**config.mk**
```make
export PLATFORM = sky130hd
export DESIGN_NAME = sdram_act_tracker
export DESIGN_NICKNAME = d
export VERILOG_FILES = /design/src/rtl/act_pkg.sv /design/src/rtl/act_bank_timer.sv /design/src/rtl/act_rrd_timer.sv /design/src/rtl/sdram_act_tracker.sv
export SDC_FILE = /design/constraint.sdc
export NUM_CORES = 1
export LEC_CHECK = 0
export CORE_AREA = 2 2 99 101
export DETAILED_ROUTE_END_ITERATION = 8
export DIE_AREA = 0 0 101 103
export PLACE_DENSITY = 0.83
export SLEW_MARGIN = 0
export SYNTH_ARGS = -nofsm -noshare
export SYNTH_HDL_FRONTEND = slang
export SYNTH_SLANG_ARGS = --single-unit
```
**constraint.sdc**
```tcl
create_clock -name clk -period 2.9 [get_ports clk]
set_input_delay 0.58 -clock clk [delete_from_list [all_inputs] [get_ports clk]]
set_output_delay 0.58 -clock clk [all_outputs]
set_load 0.01 [all_outputs]
```
**src/rtl/act_pkg.sv**
```systemverilog
// Package: command codes and the nanosecond-to-cycle conversion used by the
// activation tracker. Assumes integer nanosecond limits and clock period.
package act_pkg;

    typedef enum logic [2:0] {
        CMD_NOP = 3'd0,
        CMD_ACT = 3'd1,
        CMD_RD  = 3'd2,
        CMD_WR  = 3'd3,
        CMD_PRE = 3'd4
    } cmd_e;

    // Round a limit up to whole clock periods, never below one cycle.
    function automatic int ns_to_cyc(input int t_ns, input int tck_ns);
        int c;
        c = (t_ns + tck_ns - 1) / tck_ns;
        if (c < 1) c = 1;
        return c;
    endfunction

    function automatic int max3(input int a, input int b, input int c);
        int m;
        m = (a > b) ? a : b;
        return (m > c) ? m : c;
    endfunction

endpackage

```
**src/rtl/act_bank_timer.sv**
```systemverilog
// Per-bank state: open flag, open row, and down-counters for the
// activate-to-access and activate-to-activate limits.
// Assumes act_go and pre_go are never high together.
module act_bank_timer #(
    parameter int ROW_W   = 13,
    parameter int RCD_CYC = 3,
    parameter int RC_CYC  = 8,
    parameter int CW      = 4
) (
    input  logic             clk,
    input  logic             rst_n,
    input  logic             act_go,
    input  logic             pre_go,
    input  logic [ROW_W-1:0] row_in,
    output logic             is_open,
    output logic [ROW_W-1:0] open_row,
    output logic             rcd_done,
    output logic             rc_done
);

    logic [CW-1:0] rcd_cnt;
    logic [CW-1:0] rc_cnt;

    // Open flag and row capture on activate, clear on precharge.
    always_ff @(posedge clk) begin
        if (!rst_n) begin
            is_open  <= 1'b0;
            open_row <= '0;
        end else if (act_go) begin
            is_open  <= 1'b1;
            open_row <= row_in;
        end else if (pre_go) begin
            is_open  <= 1'b0;
        end
    end

    // Load both counters on activate, otherwise count down to zero.
    always_ff @(posedge clk) begin
        if (!rst_n) begin
            rcd_cnt <= '0;
            rc_cnt  <= '0;
        end else if (act_go) begin
            rcd_cnt <= CW'(RCD_CYC - 1);
            rc_cnt  <= CW'(RC_CYC - 1);
        end else begin
            if (rcd_cnt != '0) rcd_cnt <= rcd_cnt - 1'b1;
            if (rc_cnt != '0)  rc_cnt  <= rc_cnt - 1'b1;
        end
    end

    assign rcd_done = (rcd_cnt == '0);
    assign rc_done  = (rc_cnt == '0);

endmodule

```
**src/rtl/act_rrd_timer.sv**
```systemverilog
// Shared counter for the minimum interval between activates to any banks.
// Assumes act_go pulses for one cycle on each granted activate.
module act_rrd_timer #(
    parameter int RRD_CYC = 2,
    parameter int CW      = 4
) (
    input  logic clk,
    input  logic rst_n,
    input  logic act_go,
    output logic done
);

    logic [CW-1:0] cnt;

    // Reload on any activate, count down otherwise.
    always_ff @(posedge clk) begin
        if (!rst_n)          cnt <= '0;
        else if (act_go)     cnt <= CW'(RRD_CYC - 1);
        else if (cnt != '0)  cnt <= cnt - 1'b1;
    end

    assign done = (cnt == '0);

endmodule

```
**src/rtl/sdram_act_tracker.sv**
```systemverilog
// Top: decides in the same cycle whether the presented command may issue,
// and tracks open rows of NB banks. Assumes one request per cycle, held by the
// scheduler while stalled. Limits are integer ns, rounded up to cycles.
module sdram_act_tracker #(
    parameter int NB      = 4,
    parameter int ROW_W   = 13,
    parameter int TCK_NS  = 8,
    parameter int TRCD_NS = 20,
    parameter int TRC_NS  = 60,
    parameter int TRRD_NS = 15
) (
    input  logic                  clk,
    input  logic                  rst_n,
    input  logic [2:0]            req_cmd,
    input  logic [1:0]            req_bank,
    input  logic [ROW_W-1:0]      req_row,
    output logic                  grant,
    output logic                  stall,
    output logic [NB-1:0]         bank_open,
    output logic [NB*ROW_W-1:0]   bank_row
);

    localparam int RCD_CYC = act_pkg::ns_to_cyc(TRCD_NS, TCK_NS);
    localparam int RC_CYC  = act_pkg::ns_to_cyc(TRC_NS, TCK_NS);
    localparam int RRD_CYC = act_pkg::ns_to_cyc(TRRD_NS, TCK_NS);
    localparam int MAX_CYC = act_pkg::max3(RCD_CYC, RC_CYC, RRD_CYC);
    localparam int CW      = $clog2(MAX_CYC + 1);

    logic [NB-1:0]    rcd_ok;
    logic [NB-1:0]    rc_ok;
    logic [ROW_W-1:0] row_q [NB];
    logic             rrd_ok;
    logic             act_grant;
    logic             pre_grant;
    logic             ok;
    logic             active;

    generate
        for (genvar b = 0; b < NB; b++) begin : g_bank
            act_bank_timer #(
                .ROW_W(ROW_W), .RCD_CYC(RCD_CYC), .RC_CYC(RC_CYC), .CW(CW)
            ) u_bank (
                .clk      (clk),
                .rst_n    (rst_n),
                .act_go   (act_grant && (req_bank == b)),
                .pre_go   (pre_grant && (req_bank == b)),
                .row_in   (req_row),
                .is_open  (bank_open[b]),
                .open_row (row_q[b]),
                .rcd_done (rcd_ok[b]),
                .rc_done  (rc_ok[b])
            );
            assign bank_row[b*ROW_W +: ROW_W] = row_q[b];
        end
    endgenerate

    act_rrd_timer #(.RRD_CYC(RRD_CYC), .CW(CW)) u_rrd (
        .clk    (clk),
        .rst_n  (rst_n),
        .act_go (act_grant),
        .done   (rrd_ok)
    );

    // Check the presented command against the selected bank's state and limits.
    always_comb begin
        active = 1'b1;
        ok     = 1'b0;
        case (req_cmd)
            act_pkg::CMD_ACT: ok = !bank_open[req_bank] && rc_ok[req_bank] && rrd_ok;
            act_pkg::CMD_RD,
            act_pkg::CMD_WR:  ok = bank_open[req_bank] && (row_q[req_bank] == req_row)
                                   && rcd_ok[req_bank];
            act_pkg::CMD_PRE: ok = 1'b1;
            default:          active = 1'b0;
        endcase
    end

    assign grant     = active && ok;
    assign stall     = active && !ok;
    assign act_grant = grant && (req_cmd == act_pkg::CMD_ACT);
    assign pre_grant = grant && (req_cmd == act_pkg::CMD_PRE);

endmodule

```
* Yosys cells after proc, flatten, opt, wreduce, memory -nomap -nowiden
Cells that the tools add are included.
** Cells by class
- Add/subtract/negate cells :: 9
- Order comparisons :: 2
- Equality and inequality tests :: 8
- Multiplexer cells :: 37
- Bitwise logic cells :: 2
- Reductions and logical operators :: 57
** Operator list (count)
- logical NOT 4 bit :: 9
- nonzero test 4 bit :: 9
- subtractor 4 x 1 -> 4 bit (second input constant) :: 9
- binary-select mux 13 bit (select 2 bit) :: 1
- 2-to-1 mux 13 bit :: 2
- nonzero test 2 bit :: 13
- 2-to-1 mux 3 bit :: 8
- logical AND 1 bit :: 16
- 2-to-1 mux 2 bit :: 8
- 2-to-1 mux 1 bit :: 14
- equality test 13 bit :: 1
- OR reduction 2 bit :: 6
- binary-select mux 1 bit (select 2 bit) :: 3
- equality test 3 x 2 -> 1 bit (second input constant) :: 2
- equality test 2 bit (second input constant) :: 2
- OR reduction 4 bit :: 1
- equality test 3 x 1 -> 1 bit (second input constant) :: 1
- equality test 3 bit (second input constant) :: 1
- greater-or-equal comparator 3 bit (second input constant) :: 1
- < comparator 2 x 3 -> 1 bit (second input constant) :: 1
- NOT 2 -> 3 bit :: 1
- one-hot mux 1 bit (3 select lines) :: 1
- equality test 2 x 1 -> 1 bit (second input constant) :: 1
- logical NOT 1 bit :: 2
- other kinds (2) :: 2
** Storage, ports and cells
- Flip-flop bits (word level) :: 92
- Input port bits :: 20
- Output and inout bits :: 58
- Word-level logic and storage cells :: 141

* Depth between registers and ports, before layout
Gate-level depths: netlist of the first run.
- Word-level depth :: 13
- Gate-level depth with buffers :: 12

* By module
From an unflattened synthesis of the first run, not the netlist that was laid out.
** Second synthesis, totals
- Cell total of the unflattened synthesis :: 402
- Area, all modules :: 4331.7 um2
** By module, submodules not included
- act_bank_timer :: times used 4, cells each 81, area an instance 872.1 um2
- sdram_act_tracker :: times used 1, cells each 58, area an instance 646.9 um2
- act_rrd_timer :: times used 1, cells each 20, area an instance 196.4 um2

* Worst setup path before layout of the first run
OpenSTA, ideal clock, no wires.
- Path kind :: input port to output port
- Start :: in req_bank[1]
- End :: out stall
- Arrival time :: 2.354 ns
- Data required time :: 2.320 ns
- Setup slack :: -0.034 ns
- Stages on the path :: 8
- Cell sequence :: buf_2 > buf_2 > mux4_2 > xnor2_1 > nand4_1 > nor4_1 > a31oi_1 > nor3b_1
** Between the ends
- Longest elaborated chain between the ends :: 10
- Elaborated cells between the ends (all ways) :: 19
- Classes of those cells :: eq/ne (1); mux (10); bitwise (1); reduce/logical (7)
** RTL lines
- start, declared :: RTL line sdram_act_tracker.sv:15 : input logic [1:0] req_bank,
- NOT 2 -> 3 bit (not written as such) :: RTL line sdram_act_tracker.sv:71 : act_pkg::CMD_WR: ok = bank_open[req_bank] && (row_q[req_bank] == req_row)
- binary-select mux 13 bit (select 2 bit) :: RTL line sdram_act_tracker.sv:71
- 2-to-1 mux 13 bit (not written as such) (2 in a row) :: RTL line sdram_act_tracker.sv:71
- equality test 13 bit :: RTL line sdram_act_tracker.sv:71
- logical AND 1 bit :: RTL line sdram_act_tracker.sv:71
- logical AND 1 bit :: RTL line sdram_act_tracker.sv:72 : && rcd_ok[req_bank];
- one-hot mux 1 bit (3 select lines) * :: RTL line sdram_act_tracker.sv:68 : case (req_cmd)
- logical NOT 1 bit * :: RTL line sdram_act_tracker.sv:79 : assign stall = active && !ok;
- logical AND 1 bit * :: RTL line sdram_act_tracker.sv:79
- end, declared :: RTL line sdram_act_tracker.sv:18 : output logic stall,
Mark *: on every way between the ends. The rest lies on a longest branch, timed or not. The select of a mux whose other input is x is not followed.

* Worst setup path in the final report of the first run
Same ends and word-level chain as after synthesis.

==> flow_summary.ini, run 1 <==
[status]
status = finished with violations
violations = negative setup slack

[clock_tree]
cts_max_level = 3
clk_pin_slew_ns = 0.08
cts_sinks = 92
clk_latency_ns = 0.36
ctsHoldBuffers = 0
tritoncts = done
clockBufferDepth = 2
ctsRootBufferMaster = clkbuf_8
numCtsBuffers = 9

[logic_synthesis]
synthFlopType = dfxtp_1
synthTopCellsByArea = dfxtp_1 (43%), mux2i_1 (13%), mux4_2 (6.9%), nor2_1 (6.7%), a21oi_1 (3.9%)
synth-edff-count = 0
avgSynthCellArea_um2 = 9.68
synth.top_cell.area_share_pct = 43.5
synth_top_cell_by_area = dfxtp_1
async_flop_share_pct = 0
syn_nets = 468
synthesis.area_um2 = 4240
ys_warn_count = 0
yosysUniqueCellTypes = 40
synth_seq_cells = 92
yosysSeqAreaShare_pct = 43.5
syn_inst = 438

[route]
vias_per_cell = 5.59
ant_nets = 0
vias = 3800
drt_iter0_markers = 196
drtPass1Iterations = 7
wire_per_inst_um = 17.7
drc_errors = 0
drt_wl_total_um = 12000

[worst_setup_path]
cp-start-kind = primary input
rr_worst_depth = 10
critPathTopFamily = simple AND/OR/NAND/NOR gates
cpPeakStageDelay_ns = 0.53
crit_fanout = 6
cp_slowest_cell = mux4_2
crit_required_ns = 2.32
cp-end-kind = primary output
r2r-end = g_bank[0].u_bank.open_row[5]
worstPathArrival_ns = 2.51
path_class = in -> out
cp_num_buf_inv = 3
crit_start = req_bank[1]
worstPathCellList = buf_12, buf_8, mux4_2, xnor2_2, nand4_1, nor4_4, a31oi_2, nor3b_2, buf_2
reg2reg_setup_slack_ns = 0.10
r2r-start = g_bank[1].u_bank.rc_cnt[0]

[timing]
hold_viol_final = 0
setup_ws_ns = -0.189
rsz0062_at_grt = yes
worst_pin_slew_ns = 0.501
finalCriticalPeriod_ns = 3.09
slew_violations = 0
fin_crit_sh_pct = 107
tns_ns = -0.270
fmax_ghz = 0.324
finalClockSkew_ns = 0.0113
setup_viol_count_final = 2
relSlewSlack_pct = 66.3

[grt]
grt_pass1_vias = 3796
grt_pass1_wl_um = 18300
grt_antenna_before_repair = 0
grt-ovfl-total = 0
grt_max_degree = 74
grt.total_usage_pct = 22.5

[cells_and_area]
syn_to_final_growth_pct = 38.8
diodes = 0
multi_input_area_um2 = 2300
nets = 591
fillers = 698
drive_gt1_share_pct = 20.0
register_area_um2 = 1840
stdcell_count = 680

[die]
die_w_um = 101
die_h_um = 103
initial_utilization_pct = 44.8
num_rows = 36
ios = 78
core_um2 = 9460
dieArea_um2 = 10400

[place]
finalWeightedCongestion = 0.875
place.port_buffers = 77
dp_cells = 654
dp_hpwl_um = 7740

[pwr]
powerDensity_nw_per_um2 = 637
peakVddDrop_mv = 0.385
leakage_nw = 2.71

[worst_hold_path]
min_to = g_bank[0].u_bank.rcd_cnt[3]
hold_path_class = reg -> reg
worstHoldStart = g_bank[0].u_bank.rcd_cnt[3]
min_path_cells = 2

[flow_run]
drv_cap = 0
-- per-stage QoR --
| step | setup slack (ns) | instance area (um2) | hold slack, ns | utilization (%) | power [mW] |
|---|---|---|---|---|---|
| floorplan | 0.0194 | 4240 | 0.443 | - | 2.22 |
| global placement | -0.974 | 5460 | 0.454 | 57.8 | 2.58 |
| detailed placement | -0.986 | 5460 | 0.470 | 57.8 | 2.67 |
| CTS | -0.249 | 5810 | 0.486 | 61.4 | 3.69 |
| global route | -0.329 | 5880 | 0.511 | 62.2 | 3.94 |
| finish | -0.189 | 5880 | 0.491 | 62.2 | 3.75 |
-- metal layers --
| layer | wire, um | up-vias | part of all wire (%) | GRT usage [%] |
|---|---|---|---|---|
| met3 | 713 | 36 | 5.9 | 5.56 |
| met1 | 4890 | 1818 | 41 | 26.8 |
| met5 | 0 | - | 0 | 0 |
| met4 | 344 | 0 | 2.9 | 8.73 |
| met2 | 6080 | 167 | 51 | 39.3 |
| li1 | - | 1779 | - | - |
-- worst max-delay path by stage --
stage,cells after the start,slack (ns),to
CTS,10,-0.25,stall
detailed placement,9,-0.99,stall
global placement,9,-0.97,stall
global route,9,-0.33,stall
floorplan,7,0.02,stall
finish,9,-0.19,stall
-- cell families (layout without fill, tap and decap cells) --
family | Yosys count | after routing | share of synthesized area, %
simple gates | 148 | 148 | 17.0
xor+xnor | 20 | 20 | 4.13
flops | 92 | 92 | 43.5
mux | 67 | 67 | 19.7
buf+inv | 40 | 168 | 4.52
compound gates | 61 | 61 | 8.24
fa+ha+maj | 10 | 10 | 2.95
-- Yosys cell counts (2+ instances only) --
cell type / instances
or4b_2: 2
a311oi_1: 2
xnor2_1: 13
nand4_1: 3
mux2i_1: 53
buf_2: 6
buf_4: 5
nor2b_1: 2
nor4_1: 3
or3b_1: 3
nor2_1: 76
inv_1: 13
o31ai_1: 4
nor3b_1: 4
dfxtp_1: 92
nor3_1: 17
buf_1: 4
mux4_2: 13
o21ai_0: 14
a221o_1: 2
a31oi_1: 3
nand2_4: 3
buf_6: 2
xor2_1: 7
clkbuf_1: 9
or3_1: 5
nand3b_1: 3
ha_1: 10
nand2b_1: 6
a21oi_1: 33
nand2_1: 17
-- cell type report --
cell class	count	area share, %
Clock buffer	9	2.11
Clock inverter	7	1.96
Inverter	14	0.893
Multi-Input combinational cell	306	39.0
Sequential cell	92	31.3
Tap cell	114	2.42
Timing Repair Buffer	138	22.3
-- layout by cell type, fill, tap and decap left out, types with 4 or more instances in the layout --
cell type and count:
nor3_1 17, xnor2_1 7, nand2_1 17, clkdlybuf4s50_1 73, a21oi_1 33, clkbuf_8 9
or3_1 5, buf_12 5, nand2b_1 6, xnor2_2 6, o31ai_1 4, nor2_1 76
inv_1 13, ha_1 10, xor2_1 7, buf_4 54, mux2i_1 53, dfxtp_1 92
mux4_2 13, o21ai_0 14
-- tightest hold or removal path, stage by stage (launching register included) --
cell,delay (ns)
dfxtp_1,0.34
o31ai_1,0.07
nor2_1,0.04
-- flip-flops by register name, indices dropped and copies added, names as in the netlist --
| name | flops |
|---|---|
| g_bank.u_bank.rcd_cnt | 16 |
| g_bank.u_bank.rc_cnt | 16 |
| g_bank.u_bank.open_row | 52 |
| g_bank.u_bank.is_open | 4 |
| u_rrd.cnt | 4 |
-- power breakdown --
group          internal [mW]  total (mW)  switching [mW]
clock                  0.569        1.02           0.447
sequential              1.40        1.50           0.103
combinational          0.625        1.23           0.604
total                   2.59        3.75            1.15
-- what timing repair did --
item	in CTS	in global routing
cloned	1	0
endpoints found under the hold margin	0	0
endpoints found under the setup margin	53	3
resized for setup	17	17
setup buffers	8	2
pin swaps	5	7
Power figures use the tool's default switching activity.
==> run 2: changes to the inputs <==
- REMOVE_ABC_BUFFERS: default -> 1
==> flow_summary.ini, run 2 (synthesis gave the netlist of run 1 again) <==
[worst_setup_path]
r2r-start = g_bank[3].u_bank.rc_cnt[0]
r2r-end = g_bank[1].u_bank.open_row[11]
cp-end-kind = primary output
crit_start = req_bank[1]
worstPathCellList = buf_8, buf_12, buf_12, mux4_2, xor2_1, nor4_2, a31oi_2, nor3b_2, buf_2
cp-start-kind = primary input
cp_slowest_cell = mux4_2
rr_worst_depth = 10
crit_end = stall
worstPathArrival_ns = 2.35
crit_required_ns = 2.32
cp_common_cell = buf_12
cpPeakStageDelay_ns = 0.49
crit_fanout = 8
path_class = in -> out
reg2reg_setup_slack_ns = 0.28

[cells_and_area]
diodes = 0
nets = 581
reg_top3 = g_bank.u_bank.open_row: 52 flops, g_bank.u_bank.rc_cnt: 16 flops, g_bank.u_bank.rcd_cnt: 16 flops
fin_area_um2 = 5740
mostFrequentLayoutCells = dfxtp_1 (90), nor2_1 (76), clkdlybuf4s50_1 (73)
register_area_um2 = 1840
top_register = g_bank.u_bank.open_row
fillers = 774
drive_gt1_share_pct = 19.6
final_common_cell = dfxtp_1
multi_input_area_um2 = 2310
largest_reg_flops = 52
stdcell_count = 670
syn_to_final_growth_pct = 35.5

[grt]
grt_pass1_vias = 3685
grt_pass1_wl_um = 17800
grt_max_degree = 59
grt.total_usage_pct = 22.0
grt_antenna_before_repair = 0
grt-ovfl-total = 0

[timing]
tns_ns = -0.0281
slew_violations = 0
finalClockSkew_ns = 0.00923
relSlewSlack_pct = 74.0
hold_viol_final = 0
rsz0062_at_grt = yes
finalCriticalPeriod_ns = 2.93
fmax_ghz = 0.342
setup_ws_ns = -0.0281
worst_pin_slew_ns = 0.389
setup_viol_count_final = 1
fin_crit_sh_pct = 101

[pwr]
intPower_mw = 2.39
power.net_switching_mw = 1.13
swShare_pct = 32.2
power_frac_seq_pct = 42.8
p_comb_share_pct = 33.9
leakage_nw = 2.60
peakVddDrop_mv = 0.301
p_total_mw = 3.52
powerDensity_nw_per_um2 = 613
p_clk_share_pct = 23.4

[route]
vias = 3640
drt_wl_total_um = 11000
wire_per_inst_um = 16.4
drt_iter0_markers = 177
ant_nets = 0
vias_per_cell = 5.43
drtPass1Iterations = 4
drc_errors = 0

[place]
dp_cells = 650
finalWeightedCongestion = 0.790
place.port_buffers = 77
place_ws_ns = -1.06
dp_hpwl_um = 7810
placed_cell_area_um2 = 5400

[worst_hold_path]
hold_path_class = reg -> reg
min_path_cells = 2

[status]
violations = negative setup slack
status = finished with violations

[clock_tree]
cts_sinks = 92
tritoncts = done
numCtsBuffers = 9
clk_latency_ns = 0.36
cts_max_level = 3
clockBufferDepth = 2
clk_pin_slew_ns = 0.09
ctsRootBufferMaster = clkbuf_8

[die]
ios = 78
die_h_um = 103
dieArea_um2 = 10400
die_w_um = 101
core_um2 = 9460
initial_utilization_pct = 44.8
num_rows = 36

[flow_run]
drv_cap = 0
run 2: cell type report:
cell class | count | area share [%]
Multi-Input combinational cell | 306 | 40.3
Sequential cell | 92 | 32.1
Timing Repair Buffer | 128 | 21.0
Clock buffer | 11 | 2.64
Tap cell | 114 | 2.48
Inverter | 14 | 0.915
Clock inverter | 5 | 0.610
run 2: critical path, delay by kind of cell:
family / cells / cell delay [ns]
muxes: 1 / 0.49
and+or+nand+nor: 2 / 0.47
buffers and inverters: 4 / 0.48
xor gates and xnor gates: 1 / 0.16
AOI/OAI and AO/OA: 1 / 0.15
run 2: how the worst min path moves through the flow:
stage | from | to | slack, ns
floorplan | g_bank[1].u_bank.rcd_cnt[3] | g_bank[1].u_bank.rcd_cnt[3] | 0.44
global placement | g_bank[0].u_bank.rcd_cnt[3] | g_bank[0].u_bank.rcd_cnt[3] | 0.45
detailed placement | g_bank[0].u_bank.rcd_cnt[3] | g_bank[0].u_bank.rcd_cnt[3] | 0.48
CTS | g_bank[0].u_bank.rcd_cnt[3] | g_bank[0].u_bank.rcd_cnt[3] | 0.49
global route | g_bank[0].u_bank.rcd_cnt[3] | g_bank[0].u_bank.rcd_cnt[3] | 0.51
finish | g_bank[1].u_bank.rcd_cnt[3] | g_bank[1].u_bank.rcd_cnt[3] | 0.50
run 2: power by group through the flow:
stage,Clock [mW],Combinational (mW),Sequential (mW)
global route,0.892,1.33,1.53
detailed placement,0,1.10,1.53
CTS,0.833,1.14,1.50
finish,0.823,1.19,1.51
global placement,0,1.03,1.51
floorplan,0,0.674,1.51
run 2: per-layer routing:
| layer | part of all wire, % | global-route usage (%) |
|---|---|---|
| met3 | 4.7 | 5.22 |
| met2 | 52 | 38.8 |
| met4 | 1.9 | 6.96 |
| met5 | 0 | 0 |
| met1 | 42 | 26.6 |
run 2: what timing repair did:
item                                    in CTS  in global routing
pin swaps                                    6                  3
cloned                                       2                  0
gates resized for setup                     34                  9
endpoints found under the hold margin        0                  0
endpoints found under the setup margin       2                  2
hold buffers                                 0                  0
setup buffers                                0                  2
run 2: stage by stage:
step	utilization, %	hold WS, ns
after floorplan	-	0.443
after global placement	57.1	0.454
after detailed placement	57.1	0.477
after CTS	60.3	0.491
after global routing	60.7	0.511
final	60.7	0.499
